File: config.mk
export PLATFORM = sky130hd
export DESIGN_NAME = cart_bank_irq
export DESIGN_NICKNAME = d
export VERILOG_FILES = /design/src/rtl/cart_map_pkg.sv /design/src/rtl/cart_reg_decode.sv /design/src/rtl/cart_bank_reg.sv /design/src/rtl/cart_bank_map.sv /design/src/rtl/cart_irq_timer.sv /design/src/rtl/cart_bank_irq.sv
export SDC_FILE = /design/constraint.sdc
export NUM_CORES = 1
export LEC_CHECK = 0
export BUFFER_PORTS_ARGS = -buffer_cell sky130_fd_sc_hd__buf_4
export CORE_UTILIZATION = 50
export DETAILED_ROUTE_END_ITERATION = 16
export PLACE_DENSITY = 0.83
export SLEW_MARGIN = 20
export SYNTH_ARGS = -nofsm -noshare
export SYNTH_HDL_FRONTEND = slang
export SYNTH_HIERARCHICAL = 1
export SYNTH_SLANG_ARGS = --single-unit
File: constraint.sdc
create_clock -name m2 -period 3 [get_ports m2]
set_input_delay 0.45 -clock m2 [delete_from_list [all_inputs] [get_ports m2]]
set_output_delay 0.45 -clock m2 [all_outputs]
set_load 0.02 [all_outputs]
File: src/rtl/cart_map_pkg.sv
package cart_map_pkg;
  localparam int ADDR_W    = 15;
  localparam int DATA_W    = 8;
  localparam int HI_W      = 3;
  localparam int BANK_W    = HI_W;
  localparam int NUM_SLOTS = 4;

  typedef enum logic [1:0] {
    SLOT_ACK  = 2'b00,
    SLOT_ARM  = 2'b01,
    SLOT_NONE = 2'b10,
    SLOT_BANK = 2'b11
  } reg_slot_e;

  // Bank shown by the fixed windows: A15 high, A14 passes, A13 passes only in ROM space
  function automatic logic [HI_W-1:0] fixed_hi(input logic romsel_n, input logic a14,
                                               input logic a13);
    return {1'b1, a14, a13 & ~romsel_n};
  endfunction

  function automatic logic in_switch_window(input logic romsel_n, input logic a14,
                                            input logic a13);
    return ~romsel_n & a14 & ~a13;
  endfunction

  function automatic logic in_rom_range(input logic romsel_n, input logic a14,
                                        input logic a13);
    return ~romsel_n | (a14 & a13);
  endfunction
endpackage

File: src/rtl/cart_reg_decode.sv
module cart_reg_decode
  import cart_map_pkg::*;
(
  input  logic                 romsel_n,
  input  logic                 cpu_rw,
  input  logic [1:0]           slot_sel,
  output logic [NUM_SLOTS-1:0] wr_slot
);
  logic wr_any;
  assign wr_any = ~cpu_rw & ~romsel_n;

  for (genvar s = 0; s < NUM_SLOTS; s++) begin : g_slot
    assign wr_slot[s] = wr_any && (slot_sel == s[1:0]);
  end
endmodule

File: src/rtl/cart_bank_reg.sv
module cart_bank_reg
  import cart_map_pkg::*;
(
  input  logic              m2,
  input  logic              rst_n,
  input  logic              load,
  input  logic [BANK_W-1:0] din,
  output logic [BANK_W-1:0] bank_q
);
  always_ff @(posedge m2 or negedge rst_n) begin
    if (!rst_n)    bank_q <= '0;
    else if (load) bank_q <= din;
  end
endmodule

File: src/rtl/cart_bank_map.sv
module cart_bank_map
  import cart_map_pkg::*;
(
  input  logic              romsel_n,
  input  logic              cpu_rw,
  input  logic              a14,
  input  logic              a13,
  input  logic [BANK_W-1:0] bank_q,
  output logic [HI_W-1:0]   prg_addr_hi,
  output logic              prg_oe
);
  always_comb begin
    if (in_switch_window(romsel_n, a14, a13)) prg_addr_hi = bank_q;
    else                                      prg_addr_hi = fixed_hi(romsel_n, a14, a13);
    prg_oe = cpu_rw & in_rom_range(romsel_n, a14, a13);
  end
endmodule

File: src/rtl/cart_irq_timer.sv
module cart_irq_timer #(
  parameter int CNT_W = 13
) (
  input  logic             m2,
  input  logic             rst_n,
  input  logic             arm,
  input  logic             ack,
  output logic             irq_en,
  output logic [CNT_W-1:0] irq_cnt,
  output logic             irq_fire
);
  localparam int TOP = CNT_W - 1;

  assign irq_fire = irq_cnt[TOP];

  always_ff @(posedge m2 or negedge rst_n) begin
    if (!rst_n) begin
      irq_en  <= 1'b0;
      irq_cnt <= '0;
    end else if (ack) begin
      irq_en  <= 1'b0;
      irq_cnt <= '0;
    end else begin
      if (arm) irq_en <= 1'b1;
      if (irq_en && !irq_cnt[TOP]) irq_cnt <= irq_cnt + 1'b1;
    end
  end
endmodule

File: src/rtl/cart_bank_irq.sv
module cart_bank_irq
  import cart_map_pkg::*;
#(
  parameter int IRQ_STAGE = 13
) (
  input  logic              m2,
  input  logic              rst_n,
  input  logic [ADDR_W-1:0] cpu_addr,
  input  logic              cpu_rw,
  input  logic [DATA_W-1:0] cpu_data,
  input  logic              romsel_n,
  output logic [HI_W-1:0]   prg_addr_hi,
  output logic              prg_oe,
  output logic              irq_n
);
  localparam int CNT_W = IRQ_STAGE;

  logic                 a14, a13;
  logic [NUM_SLOTS-1:0] wr_slot;
  logic                 wr_ack, wr_arm, wr_none, wr_bank;
  logic [BANK_W-1:0]    bank_q;
  logic                 irq_en, irq_fire;
  logic [CNT_W-1:0]     irq_cnt;
  logic                 unused_bits;

  assign a14 = cpu_addr[ADDR_W-1];
  assign a13 = cpu_addr[ADDR_W-2];
  assign unused_bits = ^{cpu_addr[ADDR_W-3:0], cpu_data[DATA_W-1:BANK_W]};

  cart_reg_decode u_dec (
    .romsel_n (romsel_n),
    .cpu_rw   (cpu_rw),
    .slot_sel ({a14, a13}),
    .wr_slot  (wr_slot)
  );

  assign wr_ack  = wr_slot[SLOT_ACK];
  assign wr_arm  = wr_slot[SLOT_ARM];
  assign wr_none = wr_slot[SLOT_NONE];
  assign wr_bank = wr_slot[SLOT_BANK];

  cart_bank_reg u_bank (
    .m2     (m2),
    .rst_n  (rst_n),
    .load   (wr_bank),
    .din    (cpu_data[BANK_W-1:0]),
    .bank_q (bank_q)
  );

  cart_bank_map u_map (
    .romsel_n    (romsel_n),
    .cpu_rw      (cpu_rw),
    .a14         (a14),
    .a13         (a13),
    .bank_q      (bank_q),
    .prg_addr_hi (prg_addr_hi),
    .prg_oe      (prg_oe)
  );

  cart_irq_timer #(.CNT_W(CNT_W)) u_irq (
    .m2       (m2),
    .rst_n    (rst_n),
    .arm      (wr_arm),
    .ack      (wr_ack),
    .irq_en   (irq_en),
    .irq_cnt  (irq_cnt),
    .irq_fire (irq_fire)
  );

  assign irq_n = ~irq_fire;
endmodule

### Yosys cells after proc, flatten, opt, wreduce, memory -nomap -nowiden

Cells that the tools add are included.

* flip-flop bits (word level): 17
* output and inout bits: 5
* word-level logic and storage cells: 30
* input bits: 27

* bitwise gates (word level): 11
* muxes and demuxes: 5
* eq/ne operators: 2
* reduce and logical (&&, ||, !) cells: 8
* add/sub/neg operators: 1

Operators by type and width (count)
* 2-to-1 mux 13 bit: 2
* adder 13 x 1 -> 13 bit (second input constant): 1
* AND 1 bit: 6
* logical AND 1 bit: 4
* inverter 1 bit: 4
* nonzero test 2 bit: 2
* 2-to-1 mux 3 bit: 1
* equality test 2 x 1 -> 1 bit (second input constant): 1
* equality test 2 bit (second input constant): 1
* logical NOT 2 bit: 1
* 2-to-1 mux 1 bit: 2
* logical NOT 1 bit: 1
* bitwise OR 1 bit: 1

### Logic depth before layout (Yosys ltp)

* depth in word-level cells: 5
* depth in mapped cells: 4
* mapped depth without buffers: 4

### Modules after synthesis

The synthesis kept the hierarchy.

By module, submodules not included
* cart_irq_timer: instances 1, seq. area each 350.3 µm², area an instance 714.4 µm², cells an instance 71
* cart_bank_reg: instances 1, seq. area each 75.1 µm², area an instance 108.9 µm², cells an instance 6
* cart_bank_map: instances 1, seq. area each 0.0 µm², area an instance 40.0 µm², cells an instance 6
* cart_reg_decode: instances 1, seq. area each 0.0 µm², area an instance 36.3 µm², cells an instance 4
* cart_bank_irq: instances 1, seq. area each 0.0 µm², area an instance 3.8 µm², cells an instance 1

### Worst setup path after synthesis

Ideal clock, no wire load.

* path type: input to register
* start: input port romsel_n
* end: register u_irq.irq_cnt[0]
* path buffers: 1
* setup slack: 1378 ps
* stages: 3
* setup time: 132 ps
* arrival time: 1490 ps
* path through: nor4_1 -> clkbuf_1 -> nor2_1

* longest elaborated chain between the ends: 4
* elaborated cells between the ends (all ways): 5
* those cells by class: 1 x mux; 2 x bitwise; 2 x reduce/logical

RTL lines
* from (decl): line cart_bank_irq.sv:11 `input logic romsel_n,`
* inverter 1 bit (*): line cart_reg_decode.sv:10 `assign wr_any = ~cpu_rw & ~romsel_n;`
* AND 1 bit (*): line cart_reg_decode.sv:10
* logical AND 1 bit (*): line cart_reg_decode.sv:13 `assign wr_slot[s] = wr_any && (slot_sel == s[1:0]);`
* 2-to-1 mux 13 bit or nonzero test 2 bit (tied branches)
* to (signal assigned): line cart_irq_timer.sv:25 `if (irq_en && !irq_cnt[TOP]) irq_cnt <= irq_cnt + 1'b1;`
* to (decl): line cart_irq_timer.sv:9 `output logic [CNT_W-1:0] irq_cnt,`

Every way passes the cells marked *; elsewhere a longest branch is shown, timed or not.
A chain may end at the register's enable or synchronous reset.

### Final worst setup path

* start: register u_bank.bank_q[2]
* end: output port prg_addr_hi[2]

* longest elaborated chain between the ends: 1

RTL lines
* from (decl): line cart_bank_reg.sv:8 `output logic [BANK_W-1:0] bank_q`
* from (signal assigned): line cart_bank_reg.sv:12 `else if (load) bank_q <= din;`
* 2-to-1 mux 3 bit: line cart_bank_map.sv:13 `if (in_switch_window(romsel_n, a14, a13)) prg_addr_hi = bank_q;`
* to (decl): line cart_bank_irq.sv:12 `output logic [HI_W-1:0] prg_addr_hi,`

Every way passes these cells.

==> flow_summary.ini <==
[worst_setup_path]
critical_path_fanouts_max = 2
setup.reg_to_reg.worst_slack_ps = 1350
critPathLaunch = u_bank/bank_q[2]
worstSetupEndpointType = primary output
reg2reg_depth = 3
arrival_ps = 1290
worstPathRequired_ps = 2550
r2r_start = u_irq/irq_cnt[12]
critPathLaunchType = flip-flop
worstReg2RegEnd = u_irq/irq_cnt[9]
worst-setup-path-type = reg2out

[layout]
area_occupied_by_multi_input_gates_um2 = 440
final_layout_size_suffix_gt1_share_pct = 27.5
instances_no_fill = 118
nets = 131
final_cell_mix = dfrtp_1 (17), buf_4 (14), a21oi_1 (9), nor2_1 (9)
area.growth.synth_to_final_pct = 16.8
final.fill_count = 126
mostFrequentLayoutCell = dfrtp_1
diodes = 0
layout.area.seq_um2 = 425

[clocking]
cts.clk_slew.worst_paths_ps = 90
worstSkewPairLatency_ps = 280
cts_root_buffer = clkbuf_4
cts-htree-levels = 1
postCtsSetupBuffers = 0
numCtsBuffers = 3
tritoncts = built
cts_hold_buf = 0
clock_sink_count = 17
postCtsResizedCells = 0
ctsLongestPathBuffers = 2

[detailed_routing]
detail_route.iter0.violations = 11
drt_wl_cell_um = 13.7
final_antenna_net_count = 0
drt_wl_total_um = 1620
vias_per_cell = 5.92
num_vias = 699
firstDrtPassIters = 7
drc = 0

[pwr]
power_frac_comb_pct = 23.7
sequentialPowerShare_pct = 56.6
internal_power_mw = 0.395
worst_ir_drop_vdd_uv = 331
power.share.clock_pct = 19.8
power.static_leakage_nw = 0.454
p_switching_mw = 0.199
cellPowerDensity_mw_per_mm2 = 573
power_switching_share_pct = 33.5

[sta]
timing_worst_slew_pin_value_ps = 667
slew_headroom_pct = 55.2
final_period_util_pct = 58.1
hold_violations = 0
layout_min_cycle_time_ps = 1740
finalClockSkew_ps = 1.49
setup_total_negative_slack_ps = 0
rsz0062_at_grt = no
timing.fmax_ghz = 0.574
setup-violations-final = 0
final_max_slew_viol_count = 0

[status]
outcome = finished, final reports clean

[synthesis]
synth_warnings = 6
postSynthCellCount = 86
synth.cell_area_um2 = 887
syn_nets = 114
synth.avg_cell_area_um2 = 10.3

[floorplanning]
die_area_mm2 = 0.00195
die_height_um = 44.1
chipWidth_um = 44.1
ioPinCount = 32
placeableCoreArea_mm2 = 0.00158
core.rowCount = 14
floorplan.initialDensity_pct = 56.3

[job]
cap_viol_max_count = 0

[global_routing]
grt_pass1_wl_um = 2670
vias_in_the_first_global_route = 605
number_of_antenna_violations_at_the_first_check_in_global_routing = 0
gr-total-overflow = 0
grt_use_total_pct = 18.9
grt_max_degree = 18

[placed_design]
dp.cells = 114
place.port_buffers = 13
hpwlAfterDp_um = 1150
globalplace.congestion = 0.802

[worst_hold_path]
min_path_type = in2async
==> flip-flops by register name, summed over array words and instances (netlist names) <==
name,flops
u_bank/bank_q,3
u_irq/irq_en,1
u_irq/irq_cnt,13
==> worst max-delay path by stage <==
stage | to | slack, ps | cells past startpoint
6_report | prg_addr_hi[2] | 1260 | 2
5_1_grt | prg_addr_hi[2] | 1180 | 2
4_1_cts | prg_addr_hi[2] | 1240 | 2
3_5_place_dp | u_irq/irq_cnt[11] | 1270 | 4
3_3_place_gp | u_irq/irq_cnt[11] | 1280 | 4
2_1_floorplan | u_irq/irq_cnt[0] | 1380 | 3
==> final cells by class <==
cell class,instances,area share [%]
Multi-Input combinational cell,62,42.5
Timing Repair Buffer,14,10.1
Inverter,5,1.81
Tap cell,16,1.93
Clock buffer,4,2.54
Sequential cell,17,41.1
==> critical path, stage by stage (launching register included) <==
cell and delay (ps):
dfrtp_1 380, or4b_1 460, buf_4 170
==> routing by layer <==
metal | share of wire (%) | GRT usage (%)
met1 | 48 | 24.0
met4 | 1.7 | 10.9
met5 | 0 | 0
met3 | 3.1 | 2.45
met2 | 47 | 30.9
==> stage by stage <==
| stage | util, % | hold WS [ps] | area [um2] | power, mW | setup slack (ps) |
|---|---|---|---|---|---|
| final | 65.7 | 9.41 | 1040 | 0.593 | 1260 |
| after global routing | 65.7 | 7.11 | 1040 | 0.634 | 1180 |
| after CTS | 65.7 | 4.38 | 1040 | 0.602 | 1240 |
| after detailed placement | 64.0 | 325 | 1010 | 0.480 | 1270 |
| after global placement | 64.0 | 325 | 1010 | 0.469 | 1280 |
| after floorplan | - | 154 | 887 | 0.431 | 1380 |
==> power by group through the flow <==
stage	registers, mW	logic, mW	clock network [mW]
global placement	0.336	0.132	0
finish	0.336	0.140	0.117
global route	0.343	0.160	0.131
CTS	0.336	0.140	0.126
detailed placement	0.341	0.140	0
floorplan	0.328	0.102	0
(Power assumes the default switching activity.)
